<file path="src/rtl/pwmc_pkg.sv">
package pwmc_pkg;
  localparam int CNT_W  = 8;
  localparam int DIVL_W = 8;
  localparam int DIVH_W = 4;

  // control word field positions
  localparam int DIVL_LSB   = 0;
  localparam int DIVH_LSB   = 8;
  localparam int PINEN_BIT  = 12;
  localparam int OD_BIT     = 13;
  localparam int INV_BIT    = 14;
  localparam int LVL_BIT    = 15;
  localparam int RUN_BIT    = 16;
  localparam int NOSYNC_BIT = 17;

  // timing word field positions
  localparam int RISE_LSB = 0;
  localparam int FALL_LSB = 8;
  localparam int PER_LSB  = 24;

  typedef struct packed {
    logic              nosync;
    logic              run;
    logic              lvl_mode;
    logic              inv;
    logic              od;
    logic              pin_en;
    logic [DIVH_W-1:0] div_exp;
    logic [DIVL_W-1:0] div_lin;
  } chan_ctrl_t;

  typedef struct packed {
    logic [CNT_W-1:0] period;
    logic [CNT_W-1:0] fall;
    logic [CNT_W-1:0] rise;
  } chan_timing_t;
endpackage

</file>
<file path="src/rtl/pwmc_prescaler.sv">
module pwmc_prescaler #(
  parameter int DIVL_W = 8,
  parameter int DIVH_W = 4
) (
  input  logic              clk,
  input  logic              rst_n,
  input  logic              run,
  input  logic [DIVL_W-1:0] div_lin,
  input  logic [DIVH_W-1:0] div_exp,
  output logic              tick
);
  localparam int ACC_W = DIVL_W + (1 << DIVH_W) - 1;

  logic [ACC_W-1:0] acc;
  logic [ACC_W-1:0] term;

  // terminal count = (L+1) * 2^E - 1, modular arithmetic keeps the max case
  always_comb begin
    term = ({{(ACC_W-DIVL_W){1'b0}}, div_lin} + ACC_W'(1)) << div_exp;
    term = term - ACC_W'(1);
  end

  assign tick = run && (acc >= term);

  always_ff @(posedge clk) begin
    if (!rst_n)            acc <= '0;
    else if (!run || tick) acc <= '0;
    else                   acc <= acc + ACC_W'(1);
  end


  tick_gap_chk: assert property (@(posedge clk) disable iff (!rst_n)
    tick |=> (!tick || term == '0));
endmodule

</file>
<file path="src/rtl/pwmc_counter.sv">
module pwmc_counter import pwmc_pkg::*; #(
  parameter int W = CNT_W
) (
  input  logic         clk,
  input  logic         rst_n,
  input  logic         run,
  input  logic         tick,
  input  logic         nosync,
  input  chan_timing_t cfg_in,
  output chan_timing_t act,
  output logic [W-1:0] cnt,
  output logic         wrap
);
  assign wrap = tick && (cnt >= act.period);

  always_ff @(posedge clk) begin
    if (!rst_n)    cnt <= '0;
    else if (!run) cnt <= '0;
    else if (tick) cnt <= wrap ? '0 : cnt + W'(1);
  end

  // shadow load: at the wrap, every cycle while stopped, or always when sync is off
  always_ff @(posedge clk) begin
    if (!rst_n)                      act <= '0;
    else if (!run || nosync || wrap) act <= cfg_in;
  end


  run_hold_chk: assert property (@(posedge clk) disable iff (!rst_n)
    !run |=> cnt == '0);


  shadow_hold_chk: assert property (@(posedge clk) disable iff (!rst_n)
    (run && !nosync && !wrap) |=> act == $past(act));
endmodule

</file>
<file path="src/rtl/pwmc_edge_cmp.sv">
module pwmc_edge_cmp #(
  parameter int W = 8
) (
  input  logic [W-1:0] cnt,
  input  logic [W-1:0] rise,
  input  logic [W-1:0] fall,
  output logic         high
);
  logic past_rise;
  logic before_fall;

  assign past_rise   = (cnt >= rise);
  assign before_fall = (cnt < fall);

  always_comb begin
    if (fall == '0)        high = past_rise;
    else if (rise <= fall) high = past_rise && before_fall;
    else                   high = past_rise || before_fall;
  end
endmodule

</file>
<file path="src/rtl/pwmc_pin_stage.sv">
module pwmc_pin_stage (
  input  logic clk,
  input  logic rst_n,
  input  logic run,
  input  logic high,
  input  logic pin_en,
  input  logic od,
  input  logic inv,
  input  logic lvl_mode,
  output logic pad_out,
  output logic pad_oe
);
  logic level;
  logic drive;

  assign level = lvl_mode ? inv : ((run & high) ^ inv);
  assign drive = pin_en & level;

  always_ff @(posedge clk) begin
    if (!rst_n) begin
      pad_out <= 1'b0;
      pad_oe  <= 1'b0;
    end else begin
      pad_out <= od ? 1'b0 : drive;
      pad_oe  <= od ? ~drive : 1'b1;
    end
  end


  od_quiet_chk: assert property (@(posedge clk) disable iff (!rst_n)
    od |=> !pad_out);


  pin_off_pp_chk: assert property (@(posedge clk) disable iff (!rst_n)
    (!pin_en && !od) |=> (!pad_out && pad_oe));


  pin_off_od_chk: assert property (@(posedge clk) disable iff (!rst_n)
    (!pin_en && od) |=> pad_oe);


  level_mode_chk: assert property (@(posedge clk) disable iff (!rst_n)
    (lvl_mode && pin_en && !od) |=> pad_out == $past(inv));
endmodule

</file>
<file path="src/rtl/pwmc_channel.sv">
module pwmc_channel import pwmc_pkg::*; (
  input  logic        clk,
  input  logic        rst_n,
  input  logic [31:0] ctrl_word,
  input  logic [31:0] timing_word,
  output logic        pad_out,
  output logic        pad_oe,
  output logic        period_start
);
  chan_ctrl_t   c;
  chan_timing_t tw;
  chan_timing_t act;
  logic [CNT_W-1:0] cnt;
  logic tick;
  logic wrap;
  logic high;
  logic unused_fields;

  assign c.div_lin  = ctrl_word[DIVL_LSB +: DIVL_W];
  assign c.div_exp  = ctrl_word[DIVH_LSB +: DIVH_W];
  assign c.pin_en   = ctrl_word[PINEN_BIT];
  assign c.od       = ctrl_word[OD_BIT];
  assign c.inv      = ctrl_word[INV_BIT];
  assign c.lvl_mode = ctrl_word[LVL_BIT];
  assign c.run      = ctrl_word[RUN_BIT];
  assign c.nosync   = ctrl_word[NOSYNC_BIT];

  assign tw.rise   = timing_word[RISE_LSB +: CNT_W];
  assign tw.fall   = timing_word[FALL_LSB +: CNT_W];
  assign tw.period = timing_word[PER_LSB +: CNT_W];

  assign unused_fields = ^{ctrl_word[31:NOSYNC_BIT+1],
                           timing_word[PER_LSB-1:FALL_LSB+CNT_W]};

  pwmc_prescaler #(.DIVL_W(DIVL_W), .DIVH_W(DIVH_W)) u_pre (
    .clk     (clk),
    .rst_n   (rst_n),
    .run     (c.run),
    .div_lin (c.div_lin),
    .div_exp (c.div_exp),
    .tick    (tick)
  );

  pwmc_counter #(.W(CNT_W)) u_ctr (
    .clk    (clk),
    .rst_n  (rst_n),
    .run    (c.run),
    .tick   (tick),
    .nosync (c.nosync),
    .cfg_in (tw),
    .act    (act),
    .cnt    (cnt),
    .wrap   (wrap)
  );

  pwmc_edge_cmp #(.W(CNT_W)) u_cmp (
    .cnt  (cnt),
    .rise (act.rise),
    .fall (act.fall),
    .high (high)
  );

  pwmc_pin_stage u_pin (
    .clk      (clk),
    .rst_n    (rst_n),
    .run      (c.run),
    .high     (high),
    .pin_en   (c.pin_en),
    .od       (c.od),
    .inv      (c.inv),
    .lvl_mode (c.lvl_mode),
    .pad_out  (pad_out),
    .pad_oe   (pad_oe)
  );

  always_ff @(posedge clk) begin
    if (!rst_n) period_start <= 1'b0;
    else        period_start <= wrap;
  end


  start_zero_chk: assert property (@(posedge clk) disable iff (!rst_n)
    period_start |-> cnt == '0);


  start_pulse_chk: assert property (@(posedge clk) disable iff (!rst_n)
    (period_start && act.period != '0) |=> !period_start);
endmodule

</file>
<file path="config.mk">
export PLATFORM = sky130hd
export DESIGN_NAME = pwmc_channel
export DESIGN_NICKNAME = d
export VERILOG_FILES = /design/src/rtl/pwmc_pkg.sv /design/src/rtl/pwmc_prescaler.sv /design/src/rtl/pwmc_counter.sv /design/src/rtl/pwmc_edge_cmp.sv /design/src/rtl/pwmc_pin_stage.sv /design/src/rtl/pwmc_channel.sv
export SDC_FILE = /design/constraint.sdc
export NUM_CORES = 1
export LEC_CHECK = 0
export ABC_AREA = 1
export CORE_AREA = 5 5 101 113
export CTS_CLUSTER_SIZE = 40
export DETAILED_ROUTE_END_ITERATION = 8
export DIE_AREA = 0 0 106 118
export GPL_TIMING_DRIVEN = 0
export PLACE_DENSITY = 0.89
export RECOVER_POWER = 50
export REMOVE_ABC_BUFFERS = 1
export SYNTH_ARGS = -nofsm -noshare
export SYNTH_HDL_FRONTEND = slang
export SYNTH_HIERARCHICAL = 1
export SYNTH_SLANG_ARGS = --single-unit
</file>
<file path="constraint.sdc">
create_clock -name clk -period 6.25 [get_ports clk]
set_input_delay 1.25 -clock clk [delete_from_list [all_inputs] [get_ports clk]]
set_output_delay 1.25 -clock clk [all_outputs]
set_load 0.01 [all_outputs]
</file>
== Word level (Yosys, flattened, before mapping) ==
Index checks and enable logic that the tools add are counted.
Word-level totals
  bits in registers: 58
  input port bits: 66
  output and inout port bits: 3
  logic and storage cells: 40
Operators by class
  add/subtract/negate cells: 4
  $lt $le $gt $ge: 5
  shifts and indexed selects: 1
  mux-type cells: 5
  bitwise logic cells: 5
  reduce and logical (&&, ||, !) cells: 12
Operator list (count)
  $add A23 B1 Y23 const B: 1
  $ge A23 B23 Y1: 1
  $shl A23 B4 Y23: 1
  $sub A23 B1 Y23 const B: 1
  $ge A8 B8 Y1: 2
  $add A8 B1 Y9 const B: 1
  $add A8 B1 Y8 const B: 1
  $le A8 B8 Y1: 1
  $logic_not A8 Y1: 1
  $lt A8 B8 Y1: 1
  $mux W8: 1
  $logic_or A1 B1 Y1: 4
  $mux W1: 4
  $reduce_or A2 Y1: 2
  $logic_and A1 B1 Y1: 3
  $and A1 B1 Y1: 2
  $not A1 Y1: 2
  $reduce_and A2 Y1: 1
  $logic_not A1 Y1: 1
  $xor A1 B1 Y1: 1

== Depth between registers and ports, before layout ==
Gate-level depths: netlist of the first run.
  depth after elaboration: 10
  mapped depth: 36
  mapped depth without buffers: 35

== Hierarchy ==
Netlist of the first run, hierarchy kept.
By module, submodules not included
  pwmc_prescaler: instances 1, cells an instance 534, area each 3364.5 µm², seq. area each 460.4 µm²
  pwmc_counter: instances 1, cells an instance 235, area each 1615.3 µm², seq. area each 640.6 µm²
  pwmc_edge_cmp: instances 1, cells an instance 102, area each 629.4 µm², seq. area each 0.0 µm²
  pwmc_pin_stage: instances 1, cells an instance 13, area each 91.3 µm², seq. area each 40.0 µm²
  pwmc_channel: instances 1, cells an instance 3, area each 27.5 µm², seq. area each 20.0 µm²

== Worst setup path before layout of the first run ==
No wires, ideal clock.
  path type: input port to flip-flop
  from: input ctrl_word[0]
  to: register u_ctr.cnt[7]
  setup time: 0.117 ns
  arrival: 4.992 ns
  data required time: 6.133 ns
  path slack: 1.141 ns
  stages: 33
  buffers on the path: 1
  cell sequence: ha_1 o21ai_2 nor2_1 nand2_1 nor2_1 inv_1 ha_1 nand2_1 inv_2 nand2_2 nor2_4 nand2_2 nor3_4 nand3_1 nand2_1 nand2_1 ha_1 nand2_1 inv_1 nand3_1 nor4b_1 a21oi_1 nand2_1 clkbuf_1 nand2_1 inv_1 nand2_2 nor3_4 nand3_2 nor2_2 nand2_1 xor2_1 nor2_1
Between the ends
  longest elaborated chain between the ends: 7
RTL lines
  start, declared: line pwmc_channel.sv:4  | input logic [31:0] ctrl_word,
  $add A8 B1 Y9 *: line pwmc_prescaler.sv:19  | term = ({{(ACC_W-DIVL_W){1'b0}}, div_lin} + ACC_W'(1)) << div_exp;
  $shl A23 B4 Y23 *: line pwmc_prescaler.sv:19
  $sub A23 B1 Y23 *: line pwmc_prescaler.sv:20  | term = term - ACC_W'(1);
  $ge A23 B23 Y1 *: line pwmc_prescaler.sv:23  | assign tick = run && (acc >= term);
  $logic_and A1 B1 Y1 *: line pwmc_prescaler.sv:23
  named net tick: line pwmc_channel.sv:14  | logic tick;
  $logic_and A1 B1 Y1: line pwmc_counter.sv:14  | assign wrap = tick && (cnt >= act.period);
  $mux W8: line pwmc_counter.sv:19  | else if (tick) cnt <= wrap ? '0 : cnt + W'(1);
  end signal, assigned: line pwmc_counter.sv:19
  end, declared: line pwmc_counter.sv:11  | output logic [W-1:0] cnt,
The timed path passes the listed nets; every way through them passes the cells marked *.
A chain may end at the register's enable or synchronous reset.

== Worst setup path in the final report of the first run ==
  from: input ctrl_word[0]
  to: register u_ctr/act[2] (netlist name)
Between the ends
  longest elaborated chain between the ends: 7
RTL lines
  $add A8 B1 Y9: line pwmc_prescaler.sv:19
  $shl A23 B4 Y23: line pwmc_prescaler.sv:19
  $sub A23 B1 Y23: line pwmc_prescaler.sv:20
  $ge A23 B23 Y1: line pwmc_prescaler.sv:23
  $logic_and A1 B1 Y1: line pwmc_prescaler.sv:23
  named net tick: line pwmc_channel.sv:14
  $logic_and A1 B1 Y1: line pwmc_counter.sv:14
  $logic_or A1 B1 Y1: line pwmc_counter.sv:25  | else if (!run || nosync || wrap) act <= cfg_in;
The timed path passes the listed nets, and every way through them passes these cells.

==> results.yml, run 1 <==
routing:
  via_per_inst: 5.55
  drt_iter0_drc: 254
  antenna_left: 0
  wl_per_cell_um: 13.4
  num_vias: 5798
  route.detailed.drc: 0
  totalWireLength_um: 14000
  drt_pass1_iterations: 5
power_and_ir_drop:
  power.density_mw_per_mm2: 187
  peakVddDrop_mv: 0.132
  power.internal_mw: 0.860
  p_clk_share_pct: 42.4
  p_leak_nw: 3.16
  p_sw_share_pct: 30.3
  pwr-share-comb_pct: 25.9
  netSwitchingPower_mw: 0.374
  p_seq_share_pct: 31.7
floorplanning:
  core-area_mm2: 0.0101
  start_util_pct: 56.4
  die_w_um: 106
  dieArea_mm2: 0.0125
  io_pins: 69
  die_h_um: 118
  num_rows: 39
finish:
  final_common_cell: "nand2_1"
  n_antenna_cell: 0
  final_area_mm2: 0.00659
  syn2layout_area_growth_pct: 15.0
  nNetsFinal: 1041
  drive_gt1_share_pct: 11.8
  layout_common_cells: "nand2_1, nand3_1, inv_1"
grt:
  grt_pass1_wl_um: 23500
  groute.usage.overall_pct: 22.1
  grt_antenna_before_repair: 0
  grt_pass1_vias: 5612
  grt_max_degree: 51
  overflow: 0
critical_path:
  startpoint: "ctrl_word[0]"
  criticalPathCategory: "primary input to register"
  cp_data_required_time_ps: 6460
  slowest_stage: "clkdlybuf4s50_1"
  cp-start-kind: "primary input"
  critPathBufInv: 4
  worstPathMaxFanout: 50
  endpoint_kind: "register"
  crit_top_cell: "nand2_1"
  slowest_delay_ps: 510
  r2r_start: "u_pre/acc[2]"
  cp.arrival_ps: 6060
  cpLargestDelayFamily: "simple AND/OR/NAND/NOR gates"
sta:
  fin_skew_ps: 4.90
  grt_setup_unrepaired: "no"
  setup_tns_ps: 0
  slew_violations: 0
  finalHoldViolations: 0
  post-route-period-util_pct: 93.7
  tightest_slew_ps: 1120
  clock.fmax_mhz: 171
  finalSetupViolCount: 0
  min_period_ps: 5860
  maxSlewHeadroom_pct: 25.2
logic_synthesis:
  synth_area_leaders: "dfxtp_1, nand2_1, ha_1"
  yosysTopAreaCell: "dfxtp_1"
  yosys.cell_types.count: 43
  yosys.area_share.simple_pct: 45.2
  synth_area_per_cell_um2: 6.46
  synth_mux_area_share_pct: 0
  synth_seq_area_share_pct: 20.3
  synth_compound_gate_area_share_pct: 7.60
  ys_ff_latch: 58
  ys_warn_count: 6
  synth_top_family_by_area: "simple AND/OR/NAND/NOR gates"
  synthAdderAreaFrac_pct: 12.7
  synth_xor_xnor_area_share_pct: 4.59
  synth_area_mm2: 0.00573
  syn_inst: 887
  synth_top_area_share_pct: 20.3
place:
  io_buffers: 46
  gp_congestion: 0.955
  dp_hpwl_um: 10200
  placed_area_mm2: 0.00624
clock_network:
  cts_sinks: 58
  path_clk_slew_ps: 50
  clockBufferDepth: 2
  cts.htree.levels: 3
  numCtsBuffers: 9
  clkLatencyLatePin_ps: 320
  cts.hold.buffers_added: 0
  cts_tree: "built"
  cts_setup_buffers: 0
  cts-root-buf: "clkbuf_16"
worst_hold_path:
  min_path_type: "register to register"
  min_from: "u_pre/acc[0]"
status:
  status: "completed"
flow_run:
  drv_cap: 0
-- flip-flops by register name, indices dropped and copies added, names as in the netlist --
signal	count
period_start	1
u_pin/pad_oe	1
u_ctr/act	24
u_pre/acc	23
u_ctr/cnt	8
u_pin/pad_out	1
-- routing by layer --
layer | vias up | GRT usage (%) | wire [µm]
li1 | 2964 | - | -
met1 | 2630 | 24.3 | 5770
met2 | 157 | 41.3 | 7160
met3 | 47 | 3.07 | 550
met4 | 0 | 9.72 | 504
met5 | - | 0 | 0
-- cell type report --
type / count / area [µm²]
repair buffers: 47 / 483
clock inverters: 5 / 77.6
flip-flops and latches: 58 / 1160
well taps: 123 / 154
fillers: 839 / 3560
inverters: 109 / 418
clock buffers: 11 / 243
repair inverters: 2 / 10.0
multi-input cells: 690 / 4040
-- path summary, 6_finish.rpt --
check                       to  slack [ps]  cells after the start
setup / recovery  u_ctr/act[2]         390                     30
hold / removal    u_pre/acc[0]         500                      1
setup reg to reg  u_ctr/act[2]        3320                     15
hold reg to reg   u_pre/acc[0]         500                      1
-- worst register-to-register path, delay by kind of cell, from the launching register on --
kind / cells / cell delay [ps]
adder cells (fa/ha/maj): 1 / 320
AND/OR/NAND/NOR: 9 / 1180
flip-flops: 1 / 340
AO/OA/AOI/OAI: 4 / 880
buffers and inverters: 1 / 100
-- cells by family (layout without fill, tap and decap cells) --
logic type      Yosys count  in the layout
simple gates            522            523
buf+inv                 140            174
compound gates           79             79
fa+ha+maj                58             58
flops                    58             58
xor+xnor                 30             30
-- power groups by stage --
stage | logic [mW] | registers [mW] | clock network, mW
final | 0.320 | 0.391 | 0.524
after global routing | 0.358 | 0.392 | 0.550
after CTS | 0.315 | 0.391 | 0.532
after detailed placement | 0.310 | 0.398 | 0
after global placement | 0.298 | 0.397 | 0
after floorplan | 0.217 | 0.397 | 0
-- cell usage after synthesis --
| cell type | number |
|---|---|
| clkbuf_1 | 11 |
| o21ai_0 | 11 |
| xnor2_1 | 13 |
| a211oi_1 | 2 |
| nand2_1 | 205 |
| o21bai_1 | 3 |
| a21o_1 | 1 |
| nor4b_1 | 2 |
| inv_2 | 9 |
| nand4_4 | 1 |
| nand2_4 | 1 |
| clkinv_2 | 1 |
| nor2_2 | 9 |
| nor2_4 | 7 |
| and3_1 | 2 |
| and2_1 | 1 |
| o21a_1 | 2 |
| dfxtp_1 | 58 |
| a21o_2 | 1 |
| nor3_4 | 2 |
| nand3b_1 | 4 |
| buf_1 | 6 |
| nor3b_2 | 2 |
| o21bai_2 | 1 |
| nand3_1 | 109 |
| a31oi_1 | 1 |
| or2_2 | 1 |
| nand3_2 | 26 |
| nor4_1 | 2 |
| nor2_1 | 81 |
| o21ai_1 | 3 |
| nand2_2 | 22 |
| nand4_1 | 15 |
| buf_2 | 10 |
| xor2_1 | 17 |
| a21oi_1 | 51 |
| o21ai_2 | 1 |
| nor3_1 | 23 |
| buf_4 | 4 |
| o211ai_1 | 2 |
| ha_1 | 58 |
| inv_1 | 99 |
| nor3b_1 | 7 |
-- per-stage QoR --
stage	setup WS, ps	power [mW]	utilization [%]	instances	hold WS [ps]
after detailed placement	-1090	0.708	61.4	1026	484
after global placement	-1530	0.696	61.1	1025	478
after global routing	44.8	1.30	64.9	1045	513
after CTS	39.0	1.24	64.8	1044	492
after floorplan	641	0.613	-	856	456
final	394	1.23	64.9	1045	497
-- timing repair --
action,CTS,global route
gates resized for setup,7,8
gates cloned,2,1
setup endpoints to repair,33,33
pin swaps,0,1
Power figures use the tool's default switching activity.
==> run 2: changes to the inputs <==
--- a/config.mk
+++ b/config.mk
@@ -6,12 +6,13 @@
 export NUM_CORES = 1
 export LEC_CHECK = 0
 export ABC_AREA = 1
-export CORE_AREA = 5 5 101 113
+export CORE_AREA = 5 5 97 108
 export CTS_CLUSTER_SIZE = 40
 export DETAILED_ROUTE_END_ITERATION = 8
-export DIE_AREA = 0 0 106 118
+export DIE_AREA = 0 0 102 113
+export DONT_BUFFER_PORTS = 1
 export GPL_TIMING_DRIVEN = 0
-export PLACE_DENSITY = 0.89
+export PLACE_DENSITY = 0.86
 export RECOVER_POWER = 50
 export REMOVE_ABC_BUFFERS = 1
 export SYNTH_ARGS = -nofsm -noshare
==> run 2 against run 1 <==
- clock power down 24%
- wire length shrank 6.7%
- non-clock buffer count decreased by 47
- critical path depth is 1 lower
- combinational power down 15%
- final area is 9.5% lower
==> results.yml, run 2 (synthesized netlist as in run 1, its figures left out) <==
clock_network:
  clkLatencyLatePin_ps: 350
  cts-root-buf: "clkbuf_8"
  cts.hold.buffers_added: 0
  cts.htree.levels: 3
  ctsResizeCount: 0
  cts_tree: "built"
  numCtsBuffers: 9
  cts_sinks: 58
  path_clk_slew_ps: 90
  cts_setup_buffers: 0
  clockBufferDepth: 2
sta:
  grt_setup_unrepaired: "no"
  finalHoldViolations: 0
  post-route-period-util_pct: 91.1
  slew_violations: 0
  min_period_ps: 5690
  tightest_slew_ps: 957
  clock.fmax_mhz: 176
  layout_setup_ws_ps: 559
  finalSetupViolCount: 0
  timing.hold.ws_ps: 502
  fin_skew_ps: 15.8
  maxSlewHeadroom_pct: 36.1
finish:
  n_fill_cell: 848
  drive_gt1_share_pct: 11.7
  largest_reg_flops: 24
  largest_register: "u_ctr/act"
  syn2layout_area_growth_pct: 4.13
  reg_top3: "u_ctr/act: 24 flops, u_pre/acc: 23 flops, u_ctr/cnt: 8 flops"
  layout_common_cells: "nand2_1, nand3_1, inv_1"
  final-seq-area_mm2: 0.00116
  final_area_mm2: 0.00596
  multi_input_area_mm2: 0.00402
  n_antenna_cell: 0
  final_common_cell: "nand2_1"
  nNetsFinal: 991
  finish.utilization_pct: 64.7
grt:
  grt_antenna_before_repair: 0
  groute.usage.overall_pct: 23.1
  grt_pass1_vias: 5080
  overflow: 0
  grt_max_degree: 51
  grt_pass1_wl_um: 22200
worst_hold_path:
  min_path_type: "register to register"
status:
  status: "completed"
critical_path:
  worstPathMaxFanout: 50
  cp.arrival_ps: 5960
  slowest_delay_ps: 670
  criticalPathCategory: "primary input to register"
  cp-start-kind: "primary input"
  cp_data_required_time_ps: 6520
  slowest_stage: "nand2_2"
  endpoint_kind: "register"
  r2r_slack_ps: 2890
routing:
  wl_per_cell_um: 13.2
  via_per_inst: 5.58
  route.detailed.drc: 0
  antenna_left: 0
  drt_iter0_drc: 273
  totalWireLength_um: 13000
  drt_pass1_iterations: 4
  num_vias: 5519
floorplanning:
  die_w_um: 102
  start_util_pct: 62.2
  num_rows: 37
  dieArea_mm2: 0.0115
  die_h_um: 113
  io_pins: 69
  core-area_mm2: 0.00921
flow_run:
  drv_cap: 0
place:
  dp_hpwl_um: 9750
  io_buffers: 0
  place_ws_ps: 96.1
  placed_area_mm2: 0.00574
  gp_congestion: 0.922
power_and_ir_drop:
  p_leak_nw: 2.90
  peakVddDrop_mv: 0.140
  power.density_mw_per_mm2: 178
-- run 2: changes by cell type in the layout (fill, tap and decap cells not counted), moves of 2 or more --
cell	previous run	this run
clkdlybuf4s50_1	38	0
clkbuf_16	9	0
clkbuf_8	1	9
dlygate4sd3_1	4	0
clkinv_4	0	3
inv_1	96	99
clkbuf_2	2	0
clkinv_2	3	1
clkinvlp_2	2	0
clkinvlp_4	3	1
dlymetal6s2s_1	2	0
nand2_2	22	24
-- run 2: worst max-delay path, delay by kind of cell --
family | cells | cell delay, ps
buf+inv | 4 | 320
fa+ha+maj | 3 | 760
compound gates | 4 | 670
xor+xnor | 1 | 240
simple gates | 17 | 2720
-- run 2: cell type report --
cell class	instances	share of cell area [%]
Clock inverter	7	1.72
Sequential cell	58	19.5
Inverter	109	6.88
Multi-Input combinational cell	689	67.4
Clock buffer	9	2.08
Tap cell	117	2.45
-- run 2: metrics by stage --
step	TNS, ps	total power, mW	cells
after global placement	-8300	0.656	973
after detailed placement	0	0.664	973
after CTS	0	1.06	989
after floorplan	0	0.613	856
final	0	1.06	989
after global routing	0	1.13	989
-- run 2: worst paths after layout --
check / startpoint / to / depth (start not counted)
setup / recovery: ctrl_word[0] / u_ctr/cnt[0] / 29
hold / removal: u_pre/acc[0] / u_pre/acc[0] / 1
setup reg to reg: u_pre/acc[2] / u_ctr/cnt[0] / 14
hold reg to reg: u_pre/acc[0] / u_pre/acc[0] / 1
-- run 2: report_power, final --
group          switching, mW  total [mW]  leakage, nW  internal [mW]
registers            0.00805       0.390        0.475          0.382
clock network          0.171       0.399        0.110          0.228
logic                  0.177       0.271         2.31         0.0941
total                  0.355        1.06         2.90          0.704
-- run 2: per-layer routing --
| metal | up-vias | wire length [µm] | GRT usage [%] |
|---|---|---|---|
| met5 | - | 0 | 0 |
| met4 | 0 | 289 | 7.79 |
| met3 | 32 | 686 | 3.51 |
| met2 | 135 | 6470 | 40.7 |
| met1 | 2486 | 5600 | 28.2 |
| li1 | 2866 | - | - |
==> run 3: changes to the inputs <==
--- a/config.mk
+++ b/config.mk
@@ -6,12 +6,12 @@
 export NUM_CORES = 1
 export LEC_CHECK = 0
 export ABC_AREA = 1
+export ABC_CLOCK_PERIOD_IN_PS = 6250
 export CORE_AREA = 5 5 97 108
 export CTS_CLUSTER_SIZE = 40
 export DETAILED_ROUTE_END_ITERATION = 8
 export DIE_AREA = 0 0 102 113
 export DONT_BUFFER_PORTS = 1
-export GPL_TIMING_DRIVEN = 0
 export PLACE_DENSITY = 0.86
 export RECOVER_POWER = 50
 export REMOVE_ABC_BUFFERS = 1
==> run 3 against run 2 <==
- die area unchanged
- via count rose by 0.76%
- sequential share of layout area rose by 0.070 points
- global-route usage is 0.65 points higher
- critical path depth is 2 higher
- wire length is 0.32% higher
- power down 1.5%
- combinational power decreased by 3%
- count of clock-buffer cells in the layout unchanged
- first-iteration DRC count rose by 36%
- sequential power about the same
- cell count grew 0.30%
- largest cell class unchanged
- highest routed layer unchanged
==> results.yml, run 3 (synthesized netlist as in run 1, its figures left out) <==
routing:
  dr_wl_met2_um: 6500
  via_per_inst: 5.61
  dr_wl_met3_um: 668
  route.detailed.drc: 0
  drt_iter0_drc: 372
  num_vias: 5561
  totalWireLength_um: 13100
  drt-met1-wl_um: 5560
  wl_per_cell_um: 13.2
  antenna_left: 0
  drt_pass1_iterations: 6
  top_layer: "met4"
sta:
  finalSetupViolCount: 0
  clock.fmax_mhz: 184
  min_period_ps: 5430
  timing.hold.ws_ps: 518
  tightest_slew_ps: 1090
  maxSlewHeadroom_pct: 27.3
  finalHoldViolations: 0
  slew_violations: 0
  grt_setup_unrepaired: "no"
  post-route-period-util_pct: 86.9
  fin_skew_ps: 12.9
  setup_tns_ps: 0
  layout_setup_ws_ps: 816
finish:
  n_antenna_cell: 0
  nNetsFinal: 994
  drive_gt1_share_pct: 11.1
  final_common_cell: "nand2_1"
  final_cell_count_no_fill: 992
  reg_top3: "u_ctr/act: 24 flops, u_pre/acc: 23 flops, u_ctr/cnt: 8 flops"
  finish.utilization_pct: 64.5
  largest_reg_flops: 24
  layout_common_cells: "nand2_1, nand3_1, inv_1"
  syn2layout_area_growth_pct: 3.76
  final_area_mm2: 0.00594
  largest_register: "u_ctr/act"
floorplanning:
  core-area_mm2: 0.00921
  die_h_um: 113
  num_rows: 37
  io_pins: 69
  dieArea_mm2: 0.0115
  die_w_um: 102
  start_util_pct: 62.2
power_and_ir_drop:
  p_leak_nw: 2.90
  pwr-share-comb_pct: 25.3
  p_seq_share_pct: 37.5
  power.density_mw_per_mm2: 176
  p_clk_share_pct: 37.2
  power.internal_mw: 0.698
  power_mw: 1.04
  peakVddDrop_mv: 0.0993
  p_sw_share_pct: 33.1
  netSwitchingPower_mw: 0.345
critical_path:
  crit_top_cell: "nand2_1"
  cp.arrival_ps: 5690
  slowest_delay_ps: 470
  endpoint_kind: "register"
  rr_worst_depth: 16
  slowest_stage: "nor3_1"
  cp-start-kind: "primary input"
  criticalPathCategory: "primary input to register"
  cp_data_required_time_ps: 6500
  r2r_slack_ps: 3460
  worstPathMaxFanout: 7
worst_hold_path:
  hold_depth: 1
  min_path_type: "register to register"
clock_network:
  clockBufferDepth: 2
  numCtsBuffers: 9
  cts.htree.levels: 3
  cts_sinks: 58
  cts_tree: "built"
  cts_setup_buffers: 0
  path_clk_slew_ps: 70
  cts-root-buf: "clkbuf_8"
  clkLatencyLatePin_ps: 350
  ctsResizeCount: 0
  cts.hold.buffers_added: 0
grt:
  grt_pass1_wl_um: 22800
  grt_max_degree: 49
  grt_antenna_before_repair: 0
  grt_pass1_vias: 5250
  groute.usage.overall_pct: 23.7
  overflow: 0
place:
  gp_congestion: 0.927
  dp.cells: 976
  place_ws_ps: 805
  dp_hpwl_um: 9980
  io_buffers: 0
  placed_area_mm2: 0.00576
flow_run:
  drv_cap: 0
status:
  status: "completed"
-- run 3: cell types whose count changed in the layout (fill, tap and decap cells not counted), sizes merged --
cell and delta:
buf +2, clkbuf +1, clkinvlp +1, inv -1
-- run 3: power by group through the flow --
stage,Clock (mW),Combinational [mW],Sequential (mW)
after detailed placement,0,0.265,0.399
after CTS,0.395,0.267,0.391
after floorplan,0,0.217,0.397
final,0.388,0.264,0.391
after global routing,0.413,0.305,0.392
after global placement,0,0.258,0.399
-- run 3: final cells by class --
cell class	count	area (µm²)
inverters	109	410
fillers	858	3270
flip-flops and latches	58	1160
clock buffers	9	124
well taps	117	146
multi-input cells	689	3990
repair buffers	3	18.8
clock inverters	7	93.8
-- run 3: per-layer routing --
metal  vias to the layer above  GRT usage, %
li1                       2873             -
met1                      2500          28.9
met2                       152          41.5
met3                        36          3.95
met4                         0          8.57
met5                         -             0
-- run 3: critical path: cells and delay by family --
kind | cells | cell delay, ps
buffers and inverters | 5 | 430
adders and majority gates | 3 | 760
AOI/OAI and AO/OA | 2 | 400
and+or+nand+nor | 21 | 2850
-- run 3: path summary, 6_finish.rpt --
path | from | endpoint
worst min register to register | u_pre/acc[0] | u_pre/acc[0]
worst min-delay path | u_pre/acc[0] | u_pre/acc[0]
worst max register to register | u_pre/acc[2] | u_ctr/act[2]
worst max-delay path | ctrl_word[0] | u_ctr/cnt[6]
